[config.mk]
export PLATFORM = sky130hd
export DESIGN_NAME = col_burst_seq
export DESIGN_NICKNAME = d
export VERILOG_FILES = /design/src/rtl/burst_seq_pkg.sv /design/src/rtl/burst_len_dec.sv /design/src/rtl/burst_wrap_addr.sv /design/src/rtl/burst_seq_ctrl.sv /design/src/rtl/col_burst_seq.sv
export SDC_FILE = /design/constraint.sdc
export NUM_CORES = 1
export LEC_CHECK = 0
export BUFFER_PORTS_ARGS = -buffer_cell sky130_fd_sc_hd__buf_2
export CELL_PAD_IN_SITES_DETAIL_PLACEMENT = 1
export CELL_PAD_IN_SITES_GLOBAL_PLACEMENT = 2
export CORE_MARGIN = 2
export CORE_UTILIZATION = 23
export CTS_CLUSTER_SIZE = 25
export DETAILED_ROUTE_END_ITERATION = 10
export PLACE_DENSITY_LB_ADDON = 0.15
export SETUP_SLACK_MARGIN = 0.05
export SLEW_MARGIN = 20
export SYNTH_ARGS = -nofsm -noshare
export SYNTH_HDL_FRONTEND = slang
export SYNTH_SLANG_ARGS = --single-unit
[constraint.sdc]
create_clock -name clk -period 1.5 [get_ports clk]
set_input_delay 0.3 -clock clk [delete_from_list [all_inputs] [get_ports clk]]
set_output_delay 0.3 -clock clk [all_outputs]
set_load 0.01 [all_outputs]
[src/rtl/burst_seq_pkg.sv]
package burst_seq_pkg;

    // Burst-length mode codes as seen on cmd_mode
    typedef enum logic [1:0] {
        BL_MODE_FIX8  = 2'b00,
        BL_MODE_OTF   = 2'b01,
        BL_MODE_CHOP4 = 2'b10,
        BL_MODE_RSVD  = 2'b11
    } bl_mode_e;

    // Sequencer control states
    typedef enum logic {
        ST_IDLE = 1'b0,
        ST_RUN  = 1'b1
    } seq_state_e;

    localparam int unsigned LEN_LONG  = 8;
    localparam int unsigned LEN_SHORT = 4;
    localparam int unsigned IDX_W     = $clog2(LEN_LONG);
    localparam int unsigned LEN_W     = $clog2(LEN_LONG) + 1;

endpackage

[src/rtl/burst_len_dec.sv]
module burst_len_dec
    import burst_seq_pkg::*;
(
    input  logic [1:0] mode_code,
    input  logic       a12,
    output logic       len8
);

    always_comb begin
        len8 = 1'b1;
        unique case (bl_mode_e'(mode_code))
            BL_MODE_FIX8:  len8 = 1'b1;
            BL_MODE_OTF:   len8 = a12;
            BL_MODE_CHOP4: len8 = 1'b0;
            BL_MODE_RSVD:  len8 = 1'b1;
        endcase
    end

endmodule

[src/rtl/burst_wrap_addr.sv]
module burst_wrap_addr
    import burst_seq_pkg::*;
#(
    parameter int unsigned COL_W = 10
)(
    input  logic [COL_W-1:0] base_col,
    input  logic [IDX_W-1:0] beat_idx,
    input  logic             len8,
    output logic [COL_W-1:0] col
);

    localparam int unsigned SHORT_W = $clog2(LEN_SHORT);

    logic [IDX_W-1:0]   sum_long;
    logic [SHORT_W-1:0] sum_short;

    always_comb begin
        sum_long  = base_col[IDX_W-1:0] + beat_idx;
        sum_short = base_col[SHORT_W-1:0] + beat_idx[SHORT_W-1:0];
        col = base_col;
        if (len8) begin
            col[IDX_W-1:0] = sum_long;
        end else begin
            col[SHORT_W-1:0] = sum_short;
        end
    end

endmodule

[src/rtl/burst_seq_ctrl.sv]
module burst_seq_ctrl
    import burst_seq_pkg::*;
(
    input  logic             clk,
    input  logic             rst_n,
    input  logic             cmd_valid,
    input  logic             len8_in,
    output logic             cmd_ready,
    output logic             load,
    output logic             beat_valid,
    output logic             beat_last,
    output logic [IDX_W-1:0] beat_idx,
    output logic             len8_q
);

    seq_state_e       state_q, state_d;
    logic [IDX_W-1:0] idx_q;
    logic [IDX_W-1:0] final_idx;
    logic             at_final;

    assign final_idx = len8_q ? IDX_W'(LEN_LONG - 1) : IDX_W'(LEN_SHORT - 1);
    assign at_final  = (state_q == ST_RUN) && (idx_q == final_idx);
    assign beat_idx  = idx_q;

    // State register
    always_ff @(posedge clk) begin
        if (!rst_n) begin
            state_q <= ST_IDLE;
        end else begin
            state_q <= state_d;
        end
    end

    // Transitions: T_ACCEPT, T_STEP, T_DONE
    always_comb begin
        state_d = state_q;
        unique case (state_q)
            ST_IDLE: if (cmd_valid) state_d = ST_RUN;
            ST_RUN:  if (at_final)  state_d = ST_IDLE;
        endcase
    end

    // Beat index and latched length
    always_ff @(posedge clk) begin
        if (!rst_n) begin
            idx_q  <= '0;
            len8_q <= 1'b1;
        end else if (state_q == ST_IDLE && cmd_valid) begin
            idx_q  <= '0;
            len8_q <= len8_in;
        end else if (state_q == ST_RUN) begin
            idx_q  <= idx_q + 1'b1;
        end
    end

    // Outputs
    always_comb begin
        cmd_ready  = 1'b0;
        load       = 1'b0;
        beat_valid = 1'b0;
        beat_last  = 1'b0;
        unique case (state_q)
            ST_IDLE: begin
                cmd_ready = 1'b1;
                load      = cmd_valid;
            end
            ST_RUN: begin
                beat_valid = 1'b1;
                beat_last  = at_final;
            end
        endcase
    end

    AST_ACCEPT_STARTS: assert property (@(posedge clk) disable iff (!rst_n)
        load |=> (beat_valid && !cmd_ready && beat_idx == '0));

    AST_RUN_CONTINUES: assert property (@(posedge clk) disable iff (!rst_n)
        (beat_valid && !beat_last) |=> beat_valid);

    AST_READY_AFTER_LAST: assert property (@(posedge clk) disable iff (!rst_n)
        beat_last |=> (cmd_ready && !beat_valid));

    AST_LEN_HELD: assert property (@(posedge clk) disable iff (!rst_n)
        (beat_valid && !beat_last) |=> $stable(len8_q));

    AST_LAST_INDEX: assert property (@(posedge clk) disable iff (!rst_n)
        beat_last |-> (beat_idx == IDX_W'(LEN_SHORT - 1) || beat_idx == IDX_W'(LEN_LONG - 1)));

endmodule

[src/rtl/col_burst_seq.sv]
module col_burst_seq
    import burst_seq_pkg::*;
#(
    parameter int unsigned COL_W = 10
)(
    input  logic             clk,
    input  logic             rst_n,
    input  logic             cmd_valid,
    input  logic [COL_W-1:0] cmd_col,
    input  logic [1:0]       cmd_mode,
    input  logic             cmd_a12,
    output logic             cmd_ready,
    output logic             beat_valid,
    output logic [COL_W-1:0] beat_col,
    output logic             beat_last,
    output logic [LEN_W-1:0] burst_len
);

    logic             len8_now;
    logic             len8_q;
    logic             load;
    logic [IDX_W-1:0] beat_idx;
    logic [COL_W-1:0] start_q;
    logic [COL_W-1:0] wrap_col;

    burst_len_dec u_len_dec (
        .mode_code (cmd_mode),
        .a12       (cmd_a12),
        .len8      (len8_now)
    );

    burst_seq_ctrl u_ctrl (
        .clk        (clk),
        .rst_n      (rst_n),
        .cmd_valid  (cmd_valid),
        .len8_in    (len8_now),
        .cmd_ready  (cmd_ready),
        .load       (load),
        .beat_valid (beat_valid),
        .beat_last  (beat_last),
        .beat_idx   (beat_idx),
        .len8_q     (len8_q)
    );

    always_ff @(posedge clk) begin
        if (!rst_n) begin
            start_q <= '0;
        end else if (load) begin
            start_q <= cmd_col;
        end
    end

    burst_wrap_addr #(.COL_W(COL_W)) u_wrap (
        .base_col (start_q),
        .beat_idx (beat_idx),
        .len8     (len8_q),
        .col      (wrap_col)
    );

    assign beat_col  = beat_valid ? wrap_col : '0;
    assign burst_len = !beat_valid ? '0 :
                       (len8_q ? LEN_W'(LEN_LONG) : LEN_W'(LEN_SHORT));

    AST_FIRST_COL: assert property (@(posedge clk) disable iff (!rst_n)
        (cmd_valid && cmd_ready) |=> (beat_col == $past(cmd_col)));

    AST_WRAP_LONG: assert property (@(posedge clk) disable iff (!rst_n)
        (beat_valid && !beat_last && burst_len == LEN_W'(LEN_LONG))
        |=> (beat_col[2:0] == 3'($past(beat_col[2:0]) + 3'd1)));

    AST_WRAP_SHORT: assert property (@(posedge clk) disable iff (!rst_n)
        (beat_valid && !beat_last && burst_len == LEN_W'(LEN_SHORT))
        |=> (beat_col[1:0] == 2'($past(beat_col[1:0]) + 2'd1)
             && beat_col[2] == $past(beat_col[2])));

    AST_LEN_CODE: assert property (@(posedge clk) disable iff (!rst_n)
        beat_valid |-> (burst_len == LEN_W'(LEN_SHORT) || burst_len == LEN_W'(LEN_LONG)));

    generate
        if (COL_W > IDX_W) begin : g_upper_chk
            AST_UPPER_HELD: assert property (@(posedge clk) disable iff (!rst_n)
                (beat_valid && !beat_last)
                |=> (beat_col[COL_W-1:IDX_W] == $past(beat_col[COL_W-1:IDX_W])));
        end
    endgenerate

endmodule

After elaboration in Yosys (flattened, before gate mapping):

Cells that the tools add are included.

* flip-flop bits (word level): 15
* bits in latches: 0
* memory bits (writable): 0
* memory bits (read-only): 0
* logic and storage cells: 32
* memories: 0

* $add $sub $neg: 3
* multiply operators: 0
* divide/modulo/power cells: 0
* magnitude comparators: 0
* equality and inequality tests: 4
* shift-type cells: 0
* multiplexer cells: 14
* bitwise operators: 2
* reductions and logical operators: 5

Operators by type and width (number)
* $mux 10: 1
* $mux 4: 2
* $mux 1: 7
* $eq 2x2->1 const B: 2
* $reduce_or 2->1: 2
* $add 3x1->3 const B: 1
* $add 3x3->3: 1
* $eq 3x3->1: 1
* $mux 3: 1
* $pmux 1 s3: 1
* $add 2x2->2: 1
* $eq 2x1->1 const B: 1
* $logic_and 1x1->1: 2
* $logic_not 2->1: 1
* $mux 2: 1
* $not 1->1: 2
* $pmux 1 s2: 1

Logic depth before layout (Yosys ltp):

* depth in word-level cells: 5
* gate-level depth with buffers: 5
* mapped depth without buffers: 5

Hierarchy:

Synthesis repeated with hierarchy kept, for this count alone.

* cell total of the unflattened synthesis: 89
* area, all modules: 862.1 sq um

By module, submodules not included
* col_burst_seq: times used 1, cells each 47, area each 473.0 sq um, sequential area each 200.2 sq um
* burst_seq_ctrl: times used 1, cells each 26, area each 247.7 sq um, sequential area each 100.1 sq um
* burst_wrap_addr: times used 1, cells each 13, area each 110.1 sq um, sequential area each 0.0 sq um
* burst_len_dec: times used 1, cells each 3, area each 31.3 sq um, sequential area each 0.0 sq um

Worst setup path after synthesis:

Ideal clock, no wire load.

* kind: reg2out
* start point: register u_ctrl.idx_q[0] (netlist: u_ctrl.beat_idx[0])
* end point: output beat_col[2]
* arrival: 1.378 ns
* data required time: 1.200 ns
* setup slack: -0.178 ns
* cell stages (with the launch flop): 6
* buffers on the path: 0
* path through: dfxtp_1 > ha_1 > fa_1 > xor2_1 > nand2_1 > mux2i_1

* word-level cells in the longest chain between the ends: 3

Ends and longest elaborated chain
* start, declared: line burst_seq_ctrl.sv:17 `logic [IDX_W-1:0] idx_q;`
* start signal, assigned: line burst_seq_ctrl.sv:52 `idx_q <= idx_q + 1'b1;`
* $add 3x3->3: line burst_wrap_addr.sv:18 `sum_long = base_col[IDX_W-1:0] + beat_idx;`
* $mux 1: line burst_wrap_addr.sv:21 `if (len8) begin`
* $mux 10: line col_burst_seq.sv:60 `assign beat_col = beat_valid ? wrap_col : '0;`
* end, declared: line col_burst_seq.sv:14 `output logic [COL_W-1:0] beat_col,`

Every way passes these cells.

Worst setup path in the final report:

Same ends and word-level chain as after synthesis.

==> run_results.csv <==
group,metric,value,unit
worst_setup_path,cp_data_required_time,1200,ps
logic_synthesis,ys_ff_latch,15,
drt,wl_met3,113,µm
worst_setup_path,r2r-end,"u_ctrl.state_q",
die,rows,21,
logic_synthesis,synth.cell_area,798,µm²
cts,clockRootBuffer,"clkbuf_4",
cts,htreeDepth,1,
die,die_area,0.00396,mm²
drt,routed_wl,2.03,mm
die,die_height,62.9,µm
drt,drtIter0Drc,11,
global_routing,grt_pass1_wl,3.45,mm
run,max-cap-violations,0,
min_path,hold_start,"cmd_col[6]",
global_routing,first_global_vias,768,
cts,clkSinkCount,15,
logic_synthesis,ys_top_cells_by_area,"dfxtp_1, nand2_1, a21boi_1",
sta,finalSetupViolCount,3,
drt,num_vias,735,
logic_synthesis,synth_cell_type_count,23,
logic_synthesis,synth_ff_type,"dfxtp_1",
worst_setup_path,cp.arrival,1710,ps
global_routing,grt_max_degree,16,
sta,finalCriticalPeriod,2010,ps
worst_setup_path,r2r_start,"u_ctrl.beat_idx[0]",
logic_synthesis,synth_edf_count,0,
outcome,outcome,"complete, but fails checks",
layout,design_area,0.00115,mm²
pwr,leakage,0.543,nW
worst_setup_path,r2r_slack,140,ps
placed_design,detailed_place_hpwl,1.50,mm
global_routing,antenna_found_initial,0,
worst_setup_path,endpoint_kind,"output pin",
layout,final_layout_size_suffix_gt1_frac,0.436,
die,fp.coreArea,0.00334,mm²
worst_setup_path,path_buf_inv,1,
drt,antenna_left,0,
placed_design,io_buffers,30,
die,io_pins,33,
min_path,min_path_type,"input pin to flop",
cts,tritoncts,"done",
worst_setup_path,critPathKind,"flop to output pin",
sta,rsz0062_at_grt,"yes",
worst_setup_path,r2r_cells,7,
worst_setup_path,path_delay_family,"adder cells",
cts,clkTransAtPathRegs,100,ps
drt,wl_met2,985,µm
global_routing,overflow,0,
drt,wl_met1,910,µm
logic_synthesis,syn_avg_cell_area,8.58,µm²
logic_synthesis,ys_seq_area_frac,0.376,
min_path,hold_depth,3,
sta,finalMaxSlewViolations,0,
worst_setup_path,slowest_stage,"dfxtp_2",
layout,area_growth,44.2,%
layout,fill_cells,420,
layout,final_common_cell,"buf_2",
sta,setup_slack,-511,ps
logic_synthesis,yosys_warnings,0,
logic_synthesis,yosysTopAreaCell,"dfxtp_1",
drt,wire_per_inst,11.3,µm
logic_synthesis,async_reset_ff_frac,0,
worst_setup_path,cp_max_fo,2,
worst_setup_path,start_kind,"flop",
worst_setup_path,crit_chain,"ha_4, fa_2, xor2_1, nand2_1, mux2i_2, buf_2",
cts,cts_made_buffers,3,
sta,hold_ws,237,ps
drt,top_layer,"met4",
pwr,ir_drop,0.000210,V
placed_design,place_ws,-222,ps
sta,max_freq,497,MHz
min_path,hold_end,"start_q[6]",
cts,clock_latency,290,ps
placed_design,place_area,0.00102,mm²
layout,regArea,307,µm²
cts,cts_buffer_depth,2,
layout,antenna_cells,0,
outcome,violations,"negative setup slack",
worst_setup_path,slowest_delay,340,ps
placed_design,place_congestion,0.720,
sta,worst_clock_skew,7.78,ps
die,die_w,62.9,µm
drt,vias_per_cell,4.11,
logic_synthesis,netlist.area_leader.share,0.376,
layout,mostFrequentLayoutCells,"buf_2, nand2_1, a21boi_1, dfxtp_1, buf_4",
drt,drc,0,
layout,multi_input_area,483,µm²
pwr,power.density,741,mW/mm²
sta,hold_violations,0,
global_routing,grt_use_total,0.112,
drt,dr.pass1.iters,4,
layout,fin_nets,154,
die,initial_utilization,0.239,
logic_synthesis,postSynthCellCount,93,
sta,fin_crit_sh,1.34,
[how the worst max path moves through the flow]
stage	start	end	depth (start not counted)
detailed placement	start_q[0]	beat_col[2]	6
global route	u_ctrl.beat_idx[0]	beat_col[2]	6
finish	u_ctrl.beat_idx[0]	beat_col[2]	6
CTS	start_q[0]	beat_col[2]	6
global placement	start_q[0]	beat_col[2]	6
floorplan	u_ctrl.beat_idx[0]	beat_col[2]	5
[flip-flops by register name (all words and copies together), names as in the netlist]
name / flops
u_ctrl.beat_idx: 3
start_q: 10
u_ctrl.len8_q: 1
u_ctrl.state_q: 1
[cell usage after synthesis (2+ instances only)]
master and number:
a21boi_1 10, a21oi_1 2, and2_1 10, buf_2 2
buf_4 3, dfxtp_1 15, ha_1 3, inv_1 2
mux2i_1 3, nand2_1 23, nand2b_1 2, nor2_1 2
nor2b_1 4, nor3b_1 2, xor2_1 2
[area by class of cell]
cell class              count  share of cell area
repair buffers             42               0.235
well taps                  46              0.0500
flip-flops and latches     15               0.266
clock buffers               4              0.0228
inverters                   2             0.00652
multi-input cells          70               0.420
[where the power goes]
group,leakage (nW),internal (W),switching [W]
Combinational,0.403,0.0000902,0.0000825
Sequential,0.124,0.000422,0.0000164
Clock,0.0150,0.000103,0.000139
[what timing repair did]
action                                  in CTS  in global routing
endpoints found under the setup margin       4                 10
buffers inserted                             3                  2
hold buffers                                 0                  0
endpoints found under the hold margin        0                  0
pin swaps                                    3                  1
resized for setup                           11                  4
[kinds of logic after synthesis]
group | Yosys count | share of synthesized area
mux | 3 | 0.0376
buf+inv | 9 | 0.0690
simple gates | 45 | 0.292
other cells | 1 | 0.00470
flops | 15 | 0.376
fa+ha+maj | 4 | 0.0721
compound gates | 13 | 0.116
xor+xnor | 3 | 0.0329
[worst reg2reg max path, delay by kind of cell, from the launching register on]
family	cells	cell delay (ps)
flip-flops	1	340
adder cells (fa/ha/maj)	1	150
buffers and inverters	4	480
AND/OR/NAND/NOR	2	310
[per-stage QoR]
step | util | total power (W) | instances | TNS (ps)
finish | 0.345 | 0.000853 | 179 | -943
global placement | 0.307 | 0.000599 | 170 | -237
detailed placement | 0.307 | 0.000604 | 170 | -269
global route | 0.345 | 0.000907 | 179 | -1110
floorplan | - | 0.000537 | 94 | -85.9
CTS | 0.336 | 0.000866 | 177 | -985
[routing by layer]
| layer | vias to the layer above | global-route usage |
|---|---|---|
| met1 | 339 | 0.135 |
| met2 | 23 | 0.191 |
| met5 | - | 0 |
| met4 | 0 | 0.0417 |
| li1 | 371 | - |
| met3 | 2 | 0.0252 |
No activity file was read; power rests on OpenSTA's default activity.
